`src/rtl/wdog_pkg.sv`:
```
package wdog_pkg;
  typedef enum logic [1:0] {
    ST_COUNT = 2'd0,
    ST_IRQ   = 2'd1,
    ST_NMI   = 2'd2,
    ST_RESET = 2'd3
  } wd_stage_e;
endpackage

```
`src/rtl/wdog_presc.sv`:
```
module wdog_presc #(
  parameter int DIV = 256
) (
  input  logic clk,
  input  logic rst,
  input  logic run,
  input  logic restart,
  output logic tick
);
  localparam int PW = (DIV > 1) ? $clog2(DIV) : 1;

  logic [PW-1:0] div_q;

  assign tick = run && (div_q == PW'(DIV - 1));

  always_ff @(posedge clk) begin
    if (rst || restart || !run) begin
      div_q <= '0;
    end else if (div_q == PW'(DIV - 1)) begin
      div_q <= '0;
    end else begin
      div_q <= div_q + 1'b1;
    end
  end
endmodule

```
`src/rtl/wdog_core.sv`:
```
module wdog_core
  import wdog_pkg::*;
#(
  parameter int LEN_W = 16,
  parameter int LOW_W = 8,
  parameter int DIV   = 256,
  localparam int CNT_W = LEN_W + LOW_W
) (
  input  logic             clk,
  input  logic             rst,
  input  logic             load,
  input  logic             load_en,
  input  logic [LEN_W-1:0] load_len,
  input  logic             poke,
  output logic             en_o,
  output wd_stage_e        stage_o,
  output logic [CNT_W-1:0] count_o,
  output logic             irq_o,
  output logic             nmi_o,
  output logic             srst_o
);
  logic             en_q, en_n;
  wd_stage_e        st_q, st_n;
  logic [CNT_W-1:0] cnt_q, cnt_n;
  logic [LEN_W-1:0] len_q;
  logic             irq_q, irq_n, nmi_q, srst_q, srst_n;
  logic             tick, restart;
  logic [CNT_W-1:0] reload_val;

  assign restart    = load || (en_q && poke);
  assign reload_val = {len_q, {LOW_W{1'b0}}};

  wdog_presc #(.DIV(DIV)) presc_i (
    .clk     (clk),
    .rst     (rst),
    .run     (en_q),
    .restart (restart),
    .tick    (tick)
  );

  always_comb begin
    en_n   = en_q;
    st_n   = st_q;
    cnt_n  = cnt_q;
    irq_n  = 1'b0;
    srst_n = 1'b0;
    if (load) begin
      st_n = ST_COUNT;
      if (load_en) begin
        en_n  = 1'b1;
        cnt_n = {load_len, {LOW_W{1'b0}}};
      end else begin
        en_n  = 1'b0;
        cnt_n = '0;
      end
    end else if (en_q && poke) begin
      st_n  = ST_COUNT;
      cnt_n = reload_val;
    end else if (en_q && tick) begin
      if (cnt_q == '0) begin
        unique case (st_q)
          ST_COUNT: begin
            st_n  = ST_IRQ;
            irq_n = 1'b1;
            cnt_n = reload_val;
          end
          ST_IRQ: begin
            st_n  = ST_NMI;
            cnt_n = reload_val;
          end
          ST_NMI: begin
            st_n   = ST_RESET;
            srst_n = 1'b1;
            en_n   = 1'b0;
            cnt_n  = '0;
          end
          default: en_n = 1'b0;
        endcase
      end else begin
        cnt_n = cnt_q - 1'b1;
      end
    end
  end

  always_ff @(posedge clk) begin
    if (rst) begin
      en_q   <= 1'b0;
      st_q   <= ST_COUNT;
      cnt_q  <= '0;
      len_q  <= '0;
      irq_q  <= 1'b0;
      nmi_q  <= 1'b0;
      srst_q <= 1'b0;
    end else begin
      en_q   <= en_n;
      st_q   <= st_n;
      cnt_q  <= cnt_n;
      irq_q  <= irq_n;
      nmi_q  <= (st_n == ST_NMI);
      srst_q <= srst_n;
      if (load && load_en) len_q <= load_len;
    end
  end

  assign en_o    = en_q;
  assign stage_o = st_q;
  assign count_o = cnt_q;
  assign irq_o   = irq_q;
  assign nmi_o   = nmi_q;
  assign srst_o  = srst_q;
endmodule

```
`src/rtl/wdog_rdmux.sv`:
```
module wdog_rdmux #(
  parameter int N_CORES = 4,
  parameter int CNT_W   = 24,
  parameter int SEL_W   = 2
) (
  input  logic                 clk,
  input  logic                 rst,
  input  logic [SEL_W-1:0]     sel,
  input  logic [CNT_W-1:0]     cnt_arr [N_CORES],
  input  logic [2*N_CORES-1:0] stage_vec,
  output logic [CNT_W-1:0]     count_o,
  output logic [1:0]           stage_o
);
  always_ff @(posedge clk) begin
    if (rst) begin
      count_o <= '0;
      stage_o <= '0;
    end else if (int'(sel) < N_CORES) begin
      count_o <= cnt_arr[sel];
      stage_o <= stage_vec[2*sel +: 2];
    end else begin
      count_o <= '0;
      stage_o <= '0;
    end
  end
endmodule

```
`src/rtl/wdog_array.sv`:
```
module wdog_array
  import wdog_pkg::*;
#(
  parameter int N_CORES = 4,
  parameter int LEN_W   = 16,
  parameter int LOW_W   = 8,
  parameter int DIVISOR = 256,
  localparam int SEL_W  = (N_CORES > 1) ? $clog2(N_CORES) : 1,
  localparam int CNT_W  = LEN_W + LOW_W
) (
  input  logic               clk,
  input  logic               rst,
  input  logic               cfg_we,
  input  logic [SEL_W-1:0]   cfg_sel,
  input  logic [LEN_W:0]     cfg_wdata,
  input  logic [N_CORES-1:0] poke_i,
  input  logic [SEL_W-1:0]   rd_sel,
  output logic [CNT_W-1:0]   rd_count_o,
  output logic [1:0]         rd_stage_o,
  output logic [N_CORES-1:0] irq_o,
  output logic [N_CORES-1:0] nmi_o,
  output logic [N_CORES-1:0] srst_req_o
);
  logic [CNT_W-1:0]     cnt_arr [N_CORES];
  logic [2*N_CORES-1:0] stage_vec;
  logic [N_CORES-1:0]   en_vec;

  for (genvar c = 0; c < N_CORES; c++) begin : g_core
    wd_stage_e st;
    wdog_core #(.LEN_W(LEN_W), .LOW_W(LOW_W), .DIV(DIVISOR)) core_i (
      .clk      (clk),
      .rst      (rst),
      .load     (cfg_we && (cfg_sel == SEL_W'(c))),
      .load_en  (cfg_wdata[LEN_W]),
      .load_len (cfg_wdata[LEN_W-1:0]),
      .poke     (poke_i[c]),
      .en_o     (en_vec[c]),
      .stage_o  (st),
      .count_o  (cnt_arr[c]),
      .irq_o    (irq_o[c]),
      .nmi_o    (nmi_o[c]),
      .srst_o   (srst_req_o[c])
    );
    assign stage_vec[2*c +: 2] = st;
  end

  wdog_rdmux #(.N_CORES(N_CORES), .CNT_W(CNT_W), .SEL_W(SEL_W)) rdmux_i (
    .clk       (clk),
    .rst       (rst),
    .sel       (rd_sel),
    .cnt_arr   (cnt_arr),
    .stage_vec (stage_vec),
    .count_o   (rd_count_o),
    .stage_o   (rd_stage_o)
  );
endmodule

```
`config.mk`:
```
export PLATFORM = sky130hd
export DESIGN_NAME = wdog_array
export DESIGN_NICKNAME = d
export VERILOG_FILES = /design/src/rtl/wdog_pkg.sv /design/src/rtl/wdog_presc.sv /design/src/rtl/wdog_core.sv /design/src/rtl/wdog_rdmux.sv /design/src/rtl/wdog_array.sv
export SDC_FILE = /design/constraint.sdc
export NUM_CORES = 1
export LEC_CHECK = 0
export BUFFER_PORTS_ARGS = -buffer_cell sky130_fd_sc_hd__buf_2
export CORE_MARGIN = 3
export CORE_UTILIZATION = 50
export DETAILED_ROUTE_END_ITERATION = 16
export PLACE_DENSITY = 0.71
export SETUP_SLACK_MARGIN = 0.3
export SLEW_MARGIN = 40
export SYNTH_ARGS = -nofsm -noshare
export SYNTH_HDL_FRONTEND = slang
export SYNTH_SLANG_ARGS = --single-unit
```
`constraint.sdc`:
```
create_clock -name clk -period 6.6 [get_ports clk]
set_input_delay 0.66 -clock clk [delete_from_list [all_inputs] [get_ports clk]]
set_output_delay 0.66 -clock clk [all_outputs]
set_load 0.01 [all_outputs]
```
==> impl_metrics.toml <==
[critical_path]
cp.required_ns = 7.03
cp.arrival_ns = 3.66
crit_chain = "nor4_1, nand4_1, o31a_1, nor2_2, nor2_1, a32o_1"
cp-end-kind = "register"
slowest_delay_ns = 0.59
cp_max_fo = 13
critPathSlowestCell = "nor4_1"
start_kind = "register"
rrSetupSlack_ns = 3.36
critical_path_class = "register to register"

[cells_and_area]
post-route-util_pct = 56.5
drive_gt1_share_pct = 12.2
final_nets = 1576
area_growth_pct = 10.7
antenna-diode-count = 0
final_cell_area_sq_um = 13800
final_common_cell = "nand2_1"
mostFrequentLayoutCells = "244 x nand2_1, 242 x dfxtp_1, 133 x nor2_1"

[route]
first_pass_iters = 7
drt_iter0_drc = 1441
routed_wl_um = 41700
vias_per_cell = 6.47
drc = 0
vias = 12200
wl_per_cell_um = 22.1
ant_nets = 0

[placement]
dp_hpwl_um = 29700
io_buffers = 65
place_area_sq_um = 12900
dp_slack_ns = 3.23
gp_congestion = 1.00

[sta]
slew_headroom_pct = 40.5
fin_crit_ns = 3.24
worst_pin_slew_ns = 0.891
finalHoldViolCount = 0
slew_viol_final = 0
tns_ns = 0
hold_ws_ns = 0.456
fmax_ghz = 0.309
finClkSkew_ns = 0.0115
setup_violations = 0
fin_ws_ns = 3.36
rsz0062_at_grt = "false"
fin_crit_sh_pct = 49.1

[die]
fp-row-count = 57
ios = 66
fp.dieW_um = 164
core_region_area_sq_um = 24500
start_util_pct = 51.1
die_area_sq_um = 26900
die_h_um = 164

[global_route]
grt_pass1_wl_um = 64500
grt_pass1_vias = 11100
grt_max_degree = 87
grt-ovfl-total = 0
track_usage_pct = 30.5
grt_antenna_before_repair = 1

[synthesis]
yosys_warnings = 0
ys_types = 81
synthCells = 1526
synth_seq_cells = 242
synth_area_sq_um = 12500
syn_avg_cell_area_sq_um = 8.19
ys_seq_area_share_pct = 38.8
synth_edf_count = 0
synth_ff_type = "dfxtp_1"
synthArstFlopShare_pct = 0
synth_nets = 1562

[clock_tree]
clock-root-buffer = "clkbuf_16"
cts_buffers = 27
clock_latency_ns = 0.55
cts_tree = "built"
ctsHoldBuffers = 0
clk_path_buf_depth = 3
cts_resized = 0
ctsHtreeMaxLevel = 1
postCtsSetupBuffers = 0
clk_pin_slew_worst_paths_ns = 0.06
cts.sinks = 242

[run_status]
status = "completed"

[power_and_ir_drop]
p_per_area_nw_per_um2 = 286
total_leakage_power_nw = 5.06
ir_drop_v = 0.000209

[job]
maxCapViolCount = 0

[hold_path]
holdCritPathClass = "register to register"
-- power by group --
part / leakage [nW] / switching, mW / internal (mW)
Clock: 0.445 / 0.620 / 0.892
Sequential: 1.96 / 0.0742 / 1.51
Combinational: 2.66 / 0.568 / 0.299
-- synthesized netlist by cell type, drive strengths merged, types with 17 or more instances --
master	n	area [sq um]
inv	22	82.6
dfxtp	242	4840
mux4	26	589
xnor2	17	149
and2	44	278
nand3	47	235
xor2	28	245
nor3	67	340
nor4	33	225
clkbuf	63	257
nor2	137	514
a21oi	129	646
nand2	244	916
buf	29	204
o21ai	78	390
nand4	28	175
or3	21	131
-- final timing paths --
path | startpoint | to | cells past startpoint
max | g_core[2].core_i.count_o[8]$_SDFFE_PP0P_ | g_core[2].core_i.count_o[10]$_SDFFE_PP0P_ | 6
min | g_core[1].core_i.len_q[5]$_SDFFE_PP0P_ | g_core[1].core_i.len_q[5]$_SDFFE_PP0P_ | 2
max reg2reg | g_core[2].core_i.count_o[8]$_SDFFE_PP0P_ | g_core[2].core_i.count_o[10]$_SDFFE_PP0P_ | 6
min reg2reg | g_core[1].core_i.len_q[5]$_SDFFE_PP0P_ | g_core[1].core_i.len_q[5]$_SDFFE_PP0P_ | 2
-- per-stage QoR --
| step | total power [mW] | instances |
|---|---|---|
| 4_1_cts | 3.94 | 1884 |
| 6_report | 3.96 | 1885 |
| 2_1_floorplan | 2.19 | 1526 |
| 5_1_grt | 4.13 | 1885 |
| 3_3_place_gp | 2.43 | 1834 |
| 3_5_place_dp | 2.43 | 1834 |
-- sequential cells by signal, summed over array words and instances, names as in the netlist --
register / flops
g_core.core_i.count_o: 96
g_core.core_i.irq_o: 4
g_core.core_i.presc_i.div_q: 32
rdmux_i.stage_o: 2
g_core.core_i.len_q: 64
g_core.core_i.nmi_o: 4
g_core.core_i.srst_o: 4
g_core.core_i.stage_o: 8
rdmux_i.count_o: 24
g_core.core_i.en_o: 4
-- layout make-up --
cell class,instances,area [sq um]
Clock buffer,32,714
Clock inverter,18,178
Fill cell,2245,10600
Inverter,22,82.6
Multi-Input combinational cell,1169,7170
Sequential cell,242,4840
Tap cell,324,405
Timing Repair Buffer,78,432
-- critical path, delay by kind of cell (launching register included) --
| family | cells | cell delay [ns] |
|---|---|---|
| and+or+nand+nor | 4 | 1.92 |
| AOI/OAI and AO/OA | 2 | 0.82 |
| DFF | 1 | 0.38 |
-- logic make-up (layout without fill, tap and decap cells) --
family                     after synthesis  count (layout)  share of synthesized area (%)
AOI/OAI and AO/OA                      378             378                           19.8
xor gates and xnor gates                45              45                           3.16
and+or+nand+nor                        707             707                           27.9
adders and majority gates                8               8                          0.801
DFF                                    242             242                           38.8
muxes                                   31              31                           5.12
buffers and inverters                  115             150                           4.43
-- layer usage --
| layer | up-vias | part of all wire, % | wire [um] | global-route usage [%] |
|---|---|---|---|---|
| met2 | 704 | 41 | 17200 | 43.9 |
| met3 | 133 | 12 | 5170 | 7.92 |
| met1 | 5689 | 41 | 17000 | 42.4 |
| met5 | - | 0.048 | 20 | 0 |
| met4 | 2 | 5.6 | 2320 | 15.0 |
| li1 | 5666 | - | - | - |
Power figures use the tool's default switching activity.
